`src/rtl/wdog_pkg.sv`:
```
package wdog_pkg;
  typedef enum logic [1:0] {
    ADDR_CTRL   = 2'd0,
    ADDR_RELOAD = 2'd1,
    ADDR_COUNT  = 2'd2,
    ADDR_NONE   = 2'd3
  } wdog_addr_e;

  localparam int unsigned BIT_EN      = 0;
  localparam int unsigned BIT_IRQ_EN  = 1;
  localparam int unsigned BIT_RST_EN  = 2;
  localparam int unsigned SEL_LSB     = 3;
  localparam int unsigned BIT_IRQ_CLR = 5;
  localparam int unsigned PRE_LSB     = 8;
endpackage

```
`src/rtl/wdog_regs.sv`:
```
module wdog_regs
  import wdog_pkg::*;
#(
  parameter int unsigned DATA_W = 16,
  parameter int unsigned PRE_W  = 8,
  parameter int unsigned SEL_W  = 2
) (
  input  logic              clk_i,
  input  logic              rst_ni,
  input  logic              wr_en_i,
  input  logic              rd_en_i,
  input  logic [1:0]        addr_i,
  input  logic [DATA_W-1:0] wdata_i,
  input  logic [DATA_W-1:0] cnt_i,
  output logic              en_o,
  output logic              irq_en_o,
  output logic              rst_en_o,
  output logic [SEL_W-1:0]  sel_o,
  output logic [PRE_W-1:0]  presc_o,
  output logic [DATA_W-1:0] reload_o,
  output logic              cnt_ld_o,
  output logic              irq_clr_o,
  output logic [DATA_W-1:0] rdata_o
);
  wdog_addr_e addr;
  logic       wr_ctrl, wr_reload;
  logic [DATA_W-1:0] ctrl_rd;

  assign addr      = wdog_addr_e'(addr_i);
  assign wr_ctrl   = wr_en_i && (addr == ADDR_CTRL);
  assign wr_reload = wr_en_i && (addr == ADDR_RELOAD);
  assign cnt_ld_o  = wr_en_i && (addr == ADDR_COUNT);
  assign irq_clr_o = wr_ctrl && wdata_i[BIT_IRQ_CLR];

  always_ff @(posedge clk_i or negedge rst_ni) begin
    if (!rst_ni) begin
      en_o     <= 1'b0;
      irq_en_o <= 1'b0;
      rst_en_o <= 1'b0;
      sel_o    <= '0;
      presc_o  <= '0;
      reload_o <= '0;
    end else begin
      if (wr_ctrl) begin
        en_o     <= wdata_i[BIT_EN];
        irq_en_o <= wdata_i[BIT_IRQ_EN];
        rst_en_o <= wdata_i[BIT_RST_EN];
        sel_o    <= wdata_i[SEL_LSB +: SEL_W];
        presc_o  <= wdata_i[PRE_LSB +: PRE_W];
      end
      if (wr_reload) reload_o <= wdata_i;
    end
  end

  always_comb begin
    ctrl_rd                     = '0;
    ctrl_rd[BIT_EN]             = en_o;
    ctrl_rd[BIT_IRQ_EN]         = irq_en_o;
    ctrl_rd[BIT_RST_EN]         = rst_en_o;
    ctrl_rd[SEL_LSB +: SEL_W]   = sel_o;
    ctrl_rd[PRE_LSB +: PRE_W]   = presc_o;
  end

  always_comb begin
    rdata_o = '0;
    if (rd_en_i) begin
      case (addr)
        ADDR_CTRL:   rdata_o = ctrl_rd;
        ADDR_RELOAD: rdata_o = reload_o;
        ADDR_COUNT:  rdata_o = cnt_i;
        default:     rdata_o = '0;
      endcase
    end
  end
endmodule

```
`src/rtl/wdog_divider.sv`:
```
module wdog_divider #(
  parameter int unsigned PRE_W          = 8,
  parameter int unsigned SEL_W          = 2,
  parameter int unsigned POST_BASE_LOG2 = 4
) (
  input  logic             clk_i,
  input  logic             rst_ni,
  input  logic             en_i,
  input  logic             clr_i,
  input  logic [PRE_W-1:0] presc_i,
  input  logic [SEL_W-1:0] sel_i,
  output logic             tick_o
);
  localparam int unsigned NUM_SEL = 1 << SEL_W;
  localparam int unsigned POST_W  = POST_BASE_LOG2 + NUM_SEL - 1;

  logic [PRE_W-1:0]  pre_q;
  logic [POST_W-1:0] post_q;
  logic [POST_W-1:0] lim_tbl [NUM_SEL];
  logic [POST_W-1:0] post_lim;
  logic              pre_hit, post_hit;

  for (genvar g = 0; g < NUM_SEL; g++) begin : g_lim
    assign lim_tbl[g] = POST_W'((1 << (POST_BASE_LOG2 + g)) - 1);
  end

  assign post_lim = lim_tbl[sel_i];
  assign pre_hit  = (pre_q == presc_i);
  assign post_hit = (post_q == post_lim);
  assign tick_o   = en_i && pre_hit && post_hit;

  always_ff @(posedge clk_i or negedge rst_ni) begin
    if (!rst_ni) begin
      pre_q  <= '0;
      post_q <= '0;
    end else if (clr_i) begin
      pre_q  <= '0;
      post_q <= '0;
    end else if (en_i) begin
      if (pre_hit) begin
        pre_q  <= '0;
        post_q <= post_hit ? '0 : post_q + 1'b1;
      end else begin
        pre_q  <= pre_q + 1'b1;
      end
    end
  end
endmodule

```
`src/rtl/wdog_counter.sv`:
```
module wdog_counter #(
  parameter int unsigned CNT_W = 16
) (
  input  logic             clk_i,
  input  logic             rst_ni,
  input  logic             tick_i,
  input  logic             load_i,
  input  logic [CNT_W-1:0] load_val_i,
  input  logic [CNT_W-1:0] reload_i,
  output logic [CNT_W-1:0] cnt_o,
  output logic             expire_o
);
  logic at_zero;
  assign at_zero  = (cnt_o == '0);
  // a keepalive on the same edge cancels the expiry
  assign expire_o = tick_i && at_zero && !load_i;

  always_ff @(posedge clk_i or negedge rst_ni) begin
    if (!rst_ni)      cnt_o <= '0;
    else if (load_i)  cnt_o <= load_val_i;
    else if (tick_i)  cnt_o <= at_zero ? reload_i : cnt_o - 1'b1;
  end
endmodule

```
`src/rtl/wdog_expiry.sv`:
```
module wdog_expiry #(
  parameter int unsigned RST_CYC = 128
) (
  input  logic clk_i,
  input  logic rst_ni,
  input  logic expire_i,
  input  logic irq_en_i,
  input  logic rst_en_i,
  input  logic irq_clr_i,
  output logic irq_o,
  output logic rst_req_o
);
  localparam int unsigned RW = (RST_CYC > 1) ? $clog2(RST_CYC) : 1;
  localparam logic [RW-1:0] LAST = RW'(RST_CYC - 1);

  logic [RW-1:0] len_q;

  always_ff @(posedge clk_i or negedge rst_ni) begin
    if (!rst_ni)                   irq_o <= 1'b0;
    else if (expire_i && irq_en_i) irq_o <= 1'b1;
    else if (irq_clr_i)            irq_o <= 1'b0;
  end

  always_ff @(posedge clk_i or negedge rst_ni) begin
    if (!rst_ni) begin
      rst_req_o <= 1'b0;
      len_q     <= '0;
    end else if (rst_req_o) begin
      if (len_q == LAST) rst_req_o <= 1'b0;
      len_q <= len_q + 1'b1;
    end else if (expire_i && rst_en_i) begin
      rst_req_o <= 1'b1;
      len_q     <= '0;
    end
  end
endmodule

```
`src/rtl/wdog_timer.sv`:
```
module wdog_timer
  import wdog_pkg::*;
#(
  parameter int unsigned CNT_W          = 16,
  parameter int unsigned PRE_W          = 8,
  parameter int unsigned SEL_W          = 2,
  parameter int unsigned POST_BASE_LOG2 = 4,
  parameter int unsigned RST_CYC        = 128
) (
  input  logic             clk_i,
  input  logic             rst_ni,
  input  logic             wr_en_i,
  input  logic             rd_en_i,
  input  logic [1:0]       addr_i,
  input  logic [CNT_W-1:0] wdata_i,
  output logic [CNT_W-1:0] rdata_o,
  output logic             irq_o,
  output logic             rst_req_o
);
  logic             ctrl_en, ctrl_irq_en, ctrl_rst_en;
  logic [SEL_W-1:0] ctrl_sel;
  logic [PRE_W-1:0] ctrl_presc;
  logic [CNT_W-1:0] reload_q, cnt_q;
  logic             cnt_ld, irq_clr, tick, expire;

  wdog_regs #(.DATA_W(CNT_W), .PRE_W(PRE_W), .SEL_W(SEL_W)) u_regs (
    .clk_i     (clk_i),
    .rst_ni    (rst_ni),
    .wr_en_i   (wr_en_i),
    .rd_en_i   (rd_en_i),
    .addr_i    (addr_i),
    .wdata_i   (wdata_i),
    .cnt_i     (cnt_q),
    .en_o      (ctrl_en),
    .irq_en_o  (ctrl_irq_en),
    .rst_en_o  (ctrl_rst_en),
    .sel_o     (ctrl_sel),
    .presc_o   (ctrl_presc),
    .reload_o  (reload_q),
    .cnt_ld_o  (cnt_ld),
    .irq_clr_o (irq_clr),
    .rdata_o   (rdata_o)
  );

  wdog_divider #(.PRE_W(PRE_W), .SEL_W(SEL_W), .POST_BASE_LOG2(POST_BASE_LOG2)) u_div (
    .clk_i   (clk_i),
    .rst_ni  (rst_ni),
    .en_i    (ctrl_en),
    .clr_i   (cnt_ld),
    .presc_i (ctrl_presc),
    .sel_i   (ctrl_sel),
    .tick_o  (tick)
  );

  wdog_counter #(.CNT_W(CNT_W)) u_cnt (
    .clk_i      (clk_i),
    .rst_ni     (rst_ni),
    .tick_i     (tick),
    .load_i     (cnt_ld),
    .load_val_i (wdata_i),
    .reload_i   (reload_q),
    .cnt_o      (cnt_q),
    .expire_o   (expire)
  );

  wdog_expiry #(.RST_CYC(RST_CYC)) u_exp (
    .clk_i     (clk_i),
    .rst_ni    (rst_ni),
    .expire_i  (expire),
    .irq_en_i  (ctrl_irq_en),
    .rst_en_i  (ctrl_rst_en),
    .irq_clr_i (irq_clr),
    .irq_o     (irq_o),
    .rst_req_o (rst_req_o)
  );
endmodule

```
`config.mk`:
```
export PLATFORM = sky130hd
export DESIGN_NAME = wdog_timer
export DESIGN_NICKNAME = d
export VERILOG_FILES = /design/src/rtl/wdog_pkg.sv /design/src/rtl/wdog_regs.sv /design/src/rtl/wdog_divider.sv /design/src/rtl/wdog_counter.sv /design/src/rtl/wdog_expiry.sv /design/src/rtl/wdog_timer.sv
export SDC_FILE = /design/constraint.sdc
export NUM_CORES = 1
export LEC_CHECK = 0
export BUFFER_PORTS_ARGS = -buffer_cell sky130_fd_sc_hd__buf_2
export CORE_UTILIZATION = 55
export DETAILED_ROUTE_END_ITERATION = 7
export PLACE_DENSITY = 0.77
export SLEW_MARGIN = 15
export SYNTH_ARGS = -nofsm -noshare
export SYNTH_HDL_FRONTEND = slang
export SYNTH_SLANG_ARGS = --single-unit
export TNS_END_PERCENT = 20
```
`constraint.sdc`:
```
create_clock -name clk_i -period 2.9 [get_ports clk_i]
set_input_delay 0.29 -clock clk_i [delete_from_list [all_inputs] [get_ports clk_i]]
set_output_delay 0.29 -clock clk_i [all_outputs]
set_load 0.05 [all_outputs]
```
# After elaboration in Yosys (flattened, before gate mapping)
# Index checks and enable logic that the tools add are counted.
# W data, S select, Z words.
# totals
reg_bits	69
in_bits	22
output_inout_bits	18
elab_cells	64
# op_classes
muxes	22
eq_ne	5
bitwise_logic	1
n_lt_le_gt_ge	1
n_addsub	4
reduce_logical	19
# ops
cell	n
$mux W16	4
$mux W7	8
$pmux W16 S3	1
$mux W8	3
$logic_not A16 Y1	1
$sub A16 B1 Y16 const B	1
$add A7 B1 Y7 const B	2
$bmux W7 S2	1
$logic_and A1 B1 Y1	10
$reduce_bool A2 Y1	5
$add A8 B1 Y8 const B	1
$eq A8 B8 Y1	1
$eq A7 B7 Y1	1
$eq A7 B7 Y1 const B	1
$mux W1	5
$ge A3 B3 Y1 const B	1
$not A2 Y3	1
$eq A2 B1 Y1 const B	1
$eq A2 B2 Y1 const B	1
$logic_not A2 Y1	1
$reduce_and A2 Y1	1
$logic_not A1 Y1	1

# Depth between registers and ports, before layout
# Gate-level depths: netlist of the first run.
# depth
word_depth	11
depth_mapped	9
depth_no_buf	8

# Cells and area by module
# From an unflattened synthesis of the first run, not the netlist that was laid out.
# hier_totals
hier_cells	427
hier_area_um2	4292.9
# modules_own_cells
module	n_inst	cells_each	seq_area_each_um2	area_each_um2
wdog_regs	1	131	725.7	1632.8
wdog_counter	1	157	400.4	1283.7
wdog_divider	1	99	375.4	937.1
wdog_expiry	1	40	225.2	439.2

# Worst setup path before layout of the first run
# OpenSTA, ideal clock, no wires.
# synth_timing
path_kind	reg-to-reg
startpoint	reg u_div.pre_q[0]
endpoint	reg u_exp.len_q[0]
path_slack_ps	842
arrival_ps	1933
path_buffers	1
path_stages_with_launch	8
required_ps	2775
setup_time_ps	125
period_less_slack_ps	2058
path_cell_list	dfrtp_1 > xor2_1 > nor4_4 > nand3_4 > nor3_2 > buf_6 > a41oi_4 > mux2_4
# synth_between
elab_chain_cells	7
# synth_rtl
item	line	text
start: declaration	wdog_divider.sv:17	logic [PRE_W-1:0] pre_q;
start signal: assignment	wdog_divider.sv:44	pre_q <= pre_q + 1'b1;
$eq A8 B8 Y1	wdog_divider.sv:28	assign pre_hit = (pre_q == presc_i);
$logic_and A1 B1 Y1 (2 in a row)	wdog_divider.sv:30	assign tick_o = en_i && pre_hit && post_hit;
$logic_and A1 B1 Y1 (2 in a row)	wdog_counter.sv:16	assign expire_o = tick_i && at_zero && !load_i;
$logic_and A1 B1 Y1	wdog_expiry.sv:31	end else if (expire_i && rst_en_i) begin
$reduce_bool A2 Y1 (no source line)	--	
end signal: assignment	wdog_expiry.sv:30	len_q <= len_q + 1'b1;
end: declaration	wdog_expiry.sv:16	logic [RW-1:0] len_q;
# Every way passes these cells.
# A chain may end at the register's enable or synchronous reset.

# Worst setup path in the final report of the first run
# Same ends and word-level chain as after synthesis.

==> results of run 1 <==
==> cell families (layout without fill, tap and decap cells) <==
logic type                 Yosys count  in the layout  share of synthesized area, %
AOI/OAI and AO/OA                   82             82                          12.9
adders and majority gates            5              5                          1.52
DFF                                 69             69                          42.0
xor gates and xnor gates            29             29                          6.18
and+or+nand+nor                    150            150                          19.7
buffers and inverters               29             77                          3.29
muxes                               55             55                          14.4
==> per-layer routing <==
layer | wire [um] | global-route usage (%) | vias to the layer above | part of all wire (%)
met5 | 0 | 0 | - | 0
met4 | 267 | 12.9 | 0 | 2.7
met3 | 440 | 3.73 | 25 | 4.4
met2 | 4790 | 46.6 | 123 | 48
met1 | 4500 | 37.5 | 1674 | 45
li1 | - | - | 1578 | -
==> flip-flops by register name, summed over array words and instances (netlist names) <==
| name | count |
|---|---|
| u_exp.irq_o | 1 |
| u_regs.presc_o | 8 |
| u_cnt.cnt_o | 16 |
| u_exp.len_q | 7 |
| u_div.pre_q | 8 |
| u_div.post_q | 7 |
| u_regs.reload_o | 16 |
| u_exp.rst_req_o | 1 |
| u_regs.sel_o | 2 |
| u_regs.irq_en_o | 1 |
| u_regs.rst_en_o | 1 |
| u_regs.en_o | 1 |
==> worst register-to-register path: stages, from the launching register on <==
cell and delay, ps:
dfrtp_1 470, xor2_1 220, nor4_4 450, nand3_4 160, nor3_2 200, buf_4 310, a41oi_4 210, mux2_4 300
==> layout make-up <==
cell class / instances / area share, %
Inverter: 8 / 0.640
Multi-Input combinational cell: 321 / 48.0
Sequential cell: 69 / 36.8
Clock buffer: 11 / 3.01
Tap cell: 99 / 2.64
Clock inverter: 5 / 2.27
Timing Repair Buffer: 53 / 6.66
==> report_power, final <==
part	switching [mW]	internal, mW	total [mW]
clock network	0.380	0.598	0.979
registers	0.188	1.11	1.29
logic	0.387	0.295	0.682
==> worst max path at each step <==
stage                               from              to  slack [ps]  depth (start not counted)
after floorplan           u_div.pre_q[0]  u_exp.len_q[0]         840                          7
after global placement    u_div.pre_q[0]  u_exp.len_q[0]         550                          7
after detailed placement  u_div.pre_q[0]  u_exp.len_q[0]         500                          7
after CTS                 u_cnt.cnt_o[0]  u_cnt.cnt_o[9]         470                          8
after global routing      u_cnt.cnt_o[0]  u_cnt.cnt_o[5]         270                          9
final                     u_div.pre_q[0]  u_exp.len_q[0]         460                          7
==> stage by stage <==
step	hold slack, ps	cells	instance area, um2	worst slack [ps]
after floorplan	-5.59	419	4110	842
after global placement	416	550	4450	553
after detailed placement	429	550	4450	496
after CTS	47.6	566	4690	467
after global routing	97.2	566	4690	273
final	33.7	566	4690	459
==> layout by cell type (no fill, tap or decap), types with 3 or more instances in the layout <==
| cell | n |
|---|---|
| dfrtp_1 | 69 |
| nand2_1 | 44 |
| buf_2 | 39 |
| o21ai_0 | 35 |
| mux2_2 | 29 |
| nor2_1 | 28 |
| mux2i_1 | 25 |
| xor2_1 | 20 |
| a21oi_1 | 16 |
| and2_1 | 15 |
| buf_4 | 13 |
| nor2b_1 | 10 |
| nand4_1 | 10 |
| clkbuf_8 | 10 |
| xnor2_1 | 9 |
| a22o_1 | 9 |
| inv_1 | 8 |
| nor3_1 | 8 |
| and3_1 | 8 |
| nand3_1 | 5 |
| a2bb2oi_1 | 5 |
| ha_1 | 5 |
| nor4_1 | 4 |
| a22oi_1 | 3 |
| nand4b_1 | 3 |
| bufinv_16 | 3 |
==> metrics, run 1 <==
share of layout cells above drive strength 1=23.1%; initial antenna violation count=0; Buf/Inv on CP=1; fin crit period=2440 ps; largest net degree at the start of global routing=37; Final Routed Wirelength=9990 um; via count=3400; Synth area leaders=dfrtp_1 42%, mux2_2 7.9%, mux2i_1 6.1%; GRT Overall Usage=28.4%; leakage power=2.17 nW; vias in the first global route=3389; Layout Utilization=64.7%; VDD IR max=0.342 mV; Setup TNS=0 ps; I/O Buffers=39; Post-CTS Resized=0; # Max-Cap Violations=0; CTS clk-pin slew, worst paths=90 ps; CP Data Required Time=3130 ps; Net count, final=489; antenna cells=0; WP data arrival=2670 ps; crit start category=register; f_max=0.410 GHz; CP delay by family, top=simple AND/OR/NAND/NOR gates; sequential fraction of the synthesis area=42.0%; Die Area=7820 um2; slowest cell delay on critical path=470 ps; R2R setup slack=460 ps; Worst R2R Start=u_div.pre_q[0]; Final setup viols=0; clk sinks=69; Final Total Pwr=2.96 mW; post-synthesis async set-or-reset flop share=100%; Yosys top cell area share=42.0%; Core Rows=31; H-tree Lvls=3; DR iter-0 viols=203; slew margin rel.=45.2%; RSZ-0062 raised after global routing=no; Core Area=7250 um2; Syn Area/Cell=9.81 um2; first-pass GRT wire length=16700 um; Cell Pwr Density=630 nW/um2; Starting Density=56.7%; R2R Path End=u_exp.len_q[0]; Post-synth EDFFs=0; routed vias/inst=6.01; Worst path slowest cell=dfrtp_1; worst skew pair latency=350 ps; Slew Limit Fails=0; fin crit share=84.2%; Syn Nets=446; count leader, synth=dfrtp_1; Yosys Warn Count=0; Die Y=88.4 um; Fin Clk Skew=15.2 ps; average routed wire per standard cell=17.7 um; Synth Flop Type=dfrtp_1; Area Growth Syn to Fin=14.2%; status=complete, no violations; DRT Pass-1 Iters=5; Synth cell types=49; Num CTS Buffers=9; Crit Path Category=register to register; remaining antenna violation count=0; # hold bufs at CTS=0; gr ovfl total=0; GPL Wtd Cong=0.840; critical-path cell list=xor2_1 > nor4_4 > nand3_4 > nor3_2 > buf_4 > a41oi_4 > mux2_4; fill cell count=597; Crit Path Max Fanout=19; Reg area=1730 um2; r2r worst-path depth=7; Multi-input gate area=2250 um2; #FFs+latches synth=69; Clock Path Buffers=2; slew of the pin with the lowest slew margin=820 ps; root buffer cell=clkbuf_8; Ports=40; Post-Synthesis Cells=419; Post-CTS Setup Bufs=0; CTS tree=done; drc violations=0; placed wire-length estimate=6860 um; die width=88.4 um; Post-synth top cells=69 x dfrtp_1, 44 x nand2_1, 35 x o21ai_0; Synth Cell Area=4110 um2; final hold vios=0; HP Class=input port to asynchronous set/reset pin; Setup crit end kind=register; Yosys top cell by area=dfrtp_1
No activity file was read; power rests on OpenSTA's default activity.
==> run 2, diff against run 1 <==
==> constraint.sdc (replaced) <==
create_clock -name clk_i -period 2.5 [get_ports clk_i]
set_input_delay 0.25 -clock clk_i [delete_from_list [all_inputs] [get_ports clk_i]]
set_output_delay 0.25 -clock clk_i [all_outputs]
set_load 0.05 [all_outputs]
==> metrics, run 2 (synthesis gave the netlist of run 1 again) <==
Slew Limit Fails=0 (unchanged); remaining antenna violation count=0 (unchanged); CTS tree=done; crit path from=u_div.pre_q[1]; Net count, final=501 (+2.5%); die width=88.4 um (unchanged); leading cell types in the layout, fill and taps excluded=69 x dfrtp_1, 44 x nand2_1, 39 x buf_2; met1 wire length=4480 um (-0.36%); Area Growth Syn to Fin=15.0%; clock power share=27.8% (-5.3 points); HP Class=input port to asynchronous set/reset pin; fin crit share=94.3% (+10 points); Die Area=7820 um2 (unchanged); final hold vios=0 (unchanged); Seq pwr share=46.6% (+2.8 points); placed wire-length estimate=7230 um (+5.5%); crit start category=register; Crit Path Category=register to register; Sw Ratio=33.9% (+1.6 points); combinational fraction of design power=25.6% (+2.5 points); fin crit period=2360 ps (-83.2 ps); H-tree Lvls=3 (unchanged); Reg area=1730 um2 (unchanged); Setup TNS=0 ps (unchanged); top flop regs=u_cnt.cnt_o (16), u_regs.reload_o (16); status=complete, no violations; met3 WL=519 um (+18%); met2 wire len=4920 um (+2.8%); GPL Wtd Cong=0.859 (+2.3%); CTS clk-pin slew, worst paths=80 ps (about the same); Clock Path Buffers=2 (unchanged); vias in the first global route=3291 (-2.9%); GRT Overall Usage=28.2% (-0.16 points); slew of the pin with the lowest slew margin=930 ps (+110 ps); via count=3439 (+1.1%); VDD IR max=0.375 mV (+9.8%); worst skew pair latency=340 ps (about the same); Final Total Pwr=3.22 mW (+9.0%); Crit Path Max Fanout=19 (unchanged); Core Rows=31 (unchanged); Die Y=88.4 um (unchanged); DR iter-0 viols=256 (+26%); share of layout cells above drive strength 1=24.9% (+1.8 points); largest net degree at the start of global routing=41 (+11%); root buffer cell=clkbuf_8; Layout Utilization=65.2% (+0.45 points); Core Area=7250 um2 (unchanged); most common library cell in the layout ignoring fill and taps=dfrtp_1; WP data arrival=2580 ps (-90 ps); CP Data Required Time=2720 ps (-410 ps); Final setup viols=0 (unchanged); Setup crit end kind=register; Worst R2R Start=u_div.pre_q[1]; Worst Hold Slack=35.3 ps (+1.55 ps); routed vias/inst=5.96 (-0.78%); initial antenna violation count=0 (unchanged); DR top layer=met4; leakage power=2.20 nW (+1.7%); first-pass GRT wire length=16500 um (-1.2%); drc violations=0 (unchanged); Ports=40 (unchanged); Cell Pwr Density=682 nW/um2 (+8.3%); average routed wire per standard cell=17.5 um (-0.65%); P_int=2.13 mW (+6.4%); Multi-input gate area=2250 um2 (unchanged); clk sinks=69 (unchanged); Final Routed Wirelength=10100 um (+1.3%); gr ovfl total=0 (unchanged); f_max=0.424 GHz (+3.5%); Post-CTS Resized=0 (unchanged); slew margin rel.=38.0% (-7.2 points); P_sw=1.09 mW (+14%); DRT Pass-1 Iters=6 (+1); I/O Buffers=39 (unchanged); # Max-Cap Violations=0 (unchanged); RSZ-0062 raised after global routing=no; antenna cells=0 (unchanged); Fin Clk Skew=13.6 ps (-1.65 ps); Num CTS Buffers=9 (unchanged); Starting Density=56.7% (unchanged); fill cell count=611 (+2.3%)
run 2: cell count changes in the layout (fill, tap and decap cells not counted), sizes merged:
cell	previous run	this run
buf	53	65
bufinv	3	1
clkinvlp	1	0
clkinv	0	3
inv	9	8
run 2: final timing paths:
check / cells after the start / slack [ps] / end
max: 7 / 140 / u_exp.len_q[0]
min: 1 / 40 / u_regs.reload_o[6]
max reg2reg: 7 / 140 / u_exp.len_q[0]
min reg2reg: 1 / 470 / u_exp.rst_req_o
max in group asynchronous: 2 / 1680 / u_exp.rst_req_o
min in group clk_i: 3 / 130 / u_cnt.cnt_o[6]
run 2: area by class of cell:
| type | instances | share of cell area, % |
|---|---|---|
| flip-flops and latches | 69 | 36.5 |
| multi-input cells | 321 | 47.7 |
| inverters | 8 | 0.635 |
| repair buffers | 65 | 8.52 |
| well taps | 99 | 2.62 |
| clock buffers | 11 | 2.99 |
| clock inverters | 4 | 1.03 |
run 2: worst max-delay path, stage by stage, from the launching register on:
cell,delay (ps)
dfrtp_1,460
xor2_1,220
nor4_4,440
nand3_4,160
nor3_2,270
buf_12,200
a41oi_4,180
mux2_4,300
run 2: power by group through the flow:
stage | Combinational (mW) | Sequential [mW] | Clock [mW]
floorplan | 0.605 | 1.45 | 0
global placement | 0.789 | 1.50 | 0
detailed placement | 0.811 | 1.51 | 0
CTS | 0.821 | 1.49 | 0.908
global route | 0.905 | 1.52 | 0.966
finish | 0.826 | 1.50 | 0.895
run 2: what timing repair did:
action                                  CTS  global route
setup buffers                             0             1
hold buffers                              0             0
endpoints found under the setup margin    0             2
hold endpoints to repair                  0             0
run 2: stage by stage:
step                      cells  setup slack, ps  instance area, um2
after floorplan             419              442                4110
after global placement      561              226                4530
after detailed placement    561              172                4530
after CTS                   576              107                4720
after global routing        577             35.7                4730
final                       577              142                4730
run 2: routing by layer:
metal | global-route usage [%] | vias to the layer above
met2 | 46.3 | 107
met5 | 0 | -
li1 | - | 1612
met3 | 4.85 | 18
met1 | 37.6 | 1702
met4 | 10.4 | 0
==> run 3, diff against run 2 <==
--- a/config.mk
+++ b/config.mk
@@ -5,10 +5,11 @@
 export SDC_FILE = /design/constraint.sdc
 export NUM_CORES = 1
 export LEC_CHECK = 0
-export BUFFER_PORTS_ARGS = -buffer_cell sky130_fd_sc_hd__buf_2
 export CORE_UTILIZATION = 55
 export DETAILED_ROUTE_END_ITERATION = 7
-export PLACE_DENSITY = 0.77
+export DONT_BUFFER_PORTS = 1
+export PLACE_DENSITY = 0.72
+export SETUP_SLACK_MARGIN = 0.2
 export SLEW_MARGIN = 15
 export SYNTH_ARGS = -nofsm -noshare
 export SYNTH_HDL_FRONTEND = slang
==> metrics, run 3 (synthesis gave the netlist of run 1 again) <==
crit start category=register; status=complete, no violations; final hold vios=0 (unchanged); Crit Path Category=register to register; CTS clk-pin slew, worst paths=70 ps (about the same); WP data arrival=2450 ps (-130 ps); Setup TNS=0 ps (unchanged); drc violations=0 (unchanged); share of layout cells above drive strength 1=18.2% (-6.7 points); R2R setup slack=280 ps (+130 ps); Fin Clk Skew=5.36 ps (-8.22 ps); DR iter-0 viols=162 (-37%); f_max=0.450 GHz (+6.0%); H-tree Lvls=3 (unchanged); fin worst setup slack=276 ps (+134 ps); routed vias/inst=5.99 (+0.48%); CTS tree=done; Slew Limit Fails=0 (unchanged); Starting Density=56.7% (unchanged); Net count, final=463 (-7.6%); slowest cell delay on critical path=470 ps (about the same); root buffer cell=clkbuf_8; placed wire-length estimate=6630 um (-8.3%); Final setup viols=0 (unchanged); placed inst area=4300 um2 (-5.1%); post-route design area=4560 um2 (-3.6%); I/O Buffers=0 (-100%); average routed wire per standard cell=17.8 um (+1.5%); Place WS=158 ps (-14.1 ps); Worst path slowest cell=or4b_1; DRT Pass-1 Iters=4 (-2); initial antenna violation count=0 (unchanged); slew of the pin with the lowest slew margin=767 ps (-163 ps); fin crit share=89.0% (-5.4 points); die width=88.4 um (unchanged); worst skew pair latency=340 ps (about the same); Die Area=7820 um2 (unchanged); Crit Path Max Fanout=6 (-13); via count=3228 (-6.1%); gr ovfl total=0 (unchanged); RSZ-0062 raised after global routing=no; Area Growth Syn to Fin=10.9%; Num CTS Buffers=9 (unchanged); leakage power=2.03 nW (-7.9%); HP Class=input port to register; fin crit period=2220 ps (-134 ps); antenna cells=0 (unchanged); Die Y=88.4 um (unchanged); GRT Overall Usage=26.5% (-1.7 points); slew margin rel.=48.9% (+11 points); clk sinks=69 (unchanged); first-pass GRT wire length=15400 um (-6.8%); remaining antenna violation count=0 (unchanged); Core Area=7250 um2 (unchanged); CP Data Required Time=2730 ps (about the same); GPL Wtd Cong=0.836 (-2.7%); Setup crit end kind=register; vias in the first global route=3070 (-6.7%); Ports=40 (unchanged); most common library cell in the layout ignoring fill and taps=dfrtp_1; leading cell types in the layout, fill and taps excluded=68 x dfrtp_1, 44 x nand2_1, 35 x o21ai_0; # Max-Cap Violations=0 (unchanged); Core Rows=31 (unchanged); Final Routed Wirelength=9590 um (-5.2%); critical-path cell list=inv_1 > ha_1 > or4b_1 > and4b_1 > a211oi_1 > a22o_1 > a31o_2; VDD IR max=0.279 mV (-26%); Clock Path Buffers=2 (unchanged); top flop regs=u_cnt.cnt_o (16), u_regs.reload_o (16); largest net degree at the start of global routing=70 (+71%); Cell Pwr Density=666 nW/um2 (-2.3%)
run 3: per-layer routing:
metal,up-vias,routed length [um],global-route usage (%)
li1,1524,-,-
met1,1607,4200,33.8
met2,78,4740,44.1
met3,19,418,4.85
met4,0,231,11.4
met5,-,0,0
run 3: cell type report:
type	instances	area (um2)
fill	612	2700
multi-input combinational	321	2270
sequential	69	1730
timing repair buffer	27	250
clock buffer	13	149
tap	99	124
inverter	8	30.0
clock inverter	2	10.0
run 3: path summary, 6_finish.rpt:
check | from | to | cells after the start
min | wdata_i[6] | u_cnt.cnt_o[6] | 2
max reg2reg | u_cnt.cnt_o[0] | u_cnt.cnt_o[0] | 7
min reg2reg | u_exp.len_q[6] | u_exp.rst_req_o | 1
min in group asynchronous | rst_ni | u_div.pre_q[6] | 2
max | u_cnt.cnt_o[0] | u_cnt.cnt_o[0] | 7
max in group asynchronous | rst_ni | u_div.pre_q[0] | 2
run 3: critical path, delay by kind of cell, from the launching register on:
kind	cells	cell delay, ps
flip-flops	1	430
AND/OR/NAND/NOR	2	880
buffers and inverters	1	100
AO/OA/AOI/OAI	3	560
adder cells (fa/ha/maj)	1	130
run 3: power breakdown:
part           internal, mW  switching [mW]  total (mW)
Combinational         0.335           0.412       0.747
Sequential             1.29           0.215        1.50
Clock                 0.380           0.405       0.785
Total                  2.00            1.03        3.03
run 3: repair_timing:
item	CTS	global route
gates cloned	0	0
setup buffers	1	4
setup endpoints to repair	5	14
pin swaps	1	2
resized for setup	0	3
hold endpoints to repair	69	0
hold buffers	2	0
run 3: stage by stage:
stage | util (%) | hold WS [ps] | instances | power, mW
2_1_floorplan | - | -45.6 | 419 | 2.05
3_3_place_gp | 59.2 | -43.3 | 517 | 2.20
3_5_place_dp | 59.2 | -43.7 | 517 | 2.22
4_1_cts | 62.0 | 18.0 | 535 | 3.04
5_1_grt | 62.8 | 21.8 | 539 | 3.20
6_report | 62.8 | 25.7 | 539 | 3.03
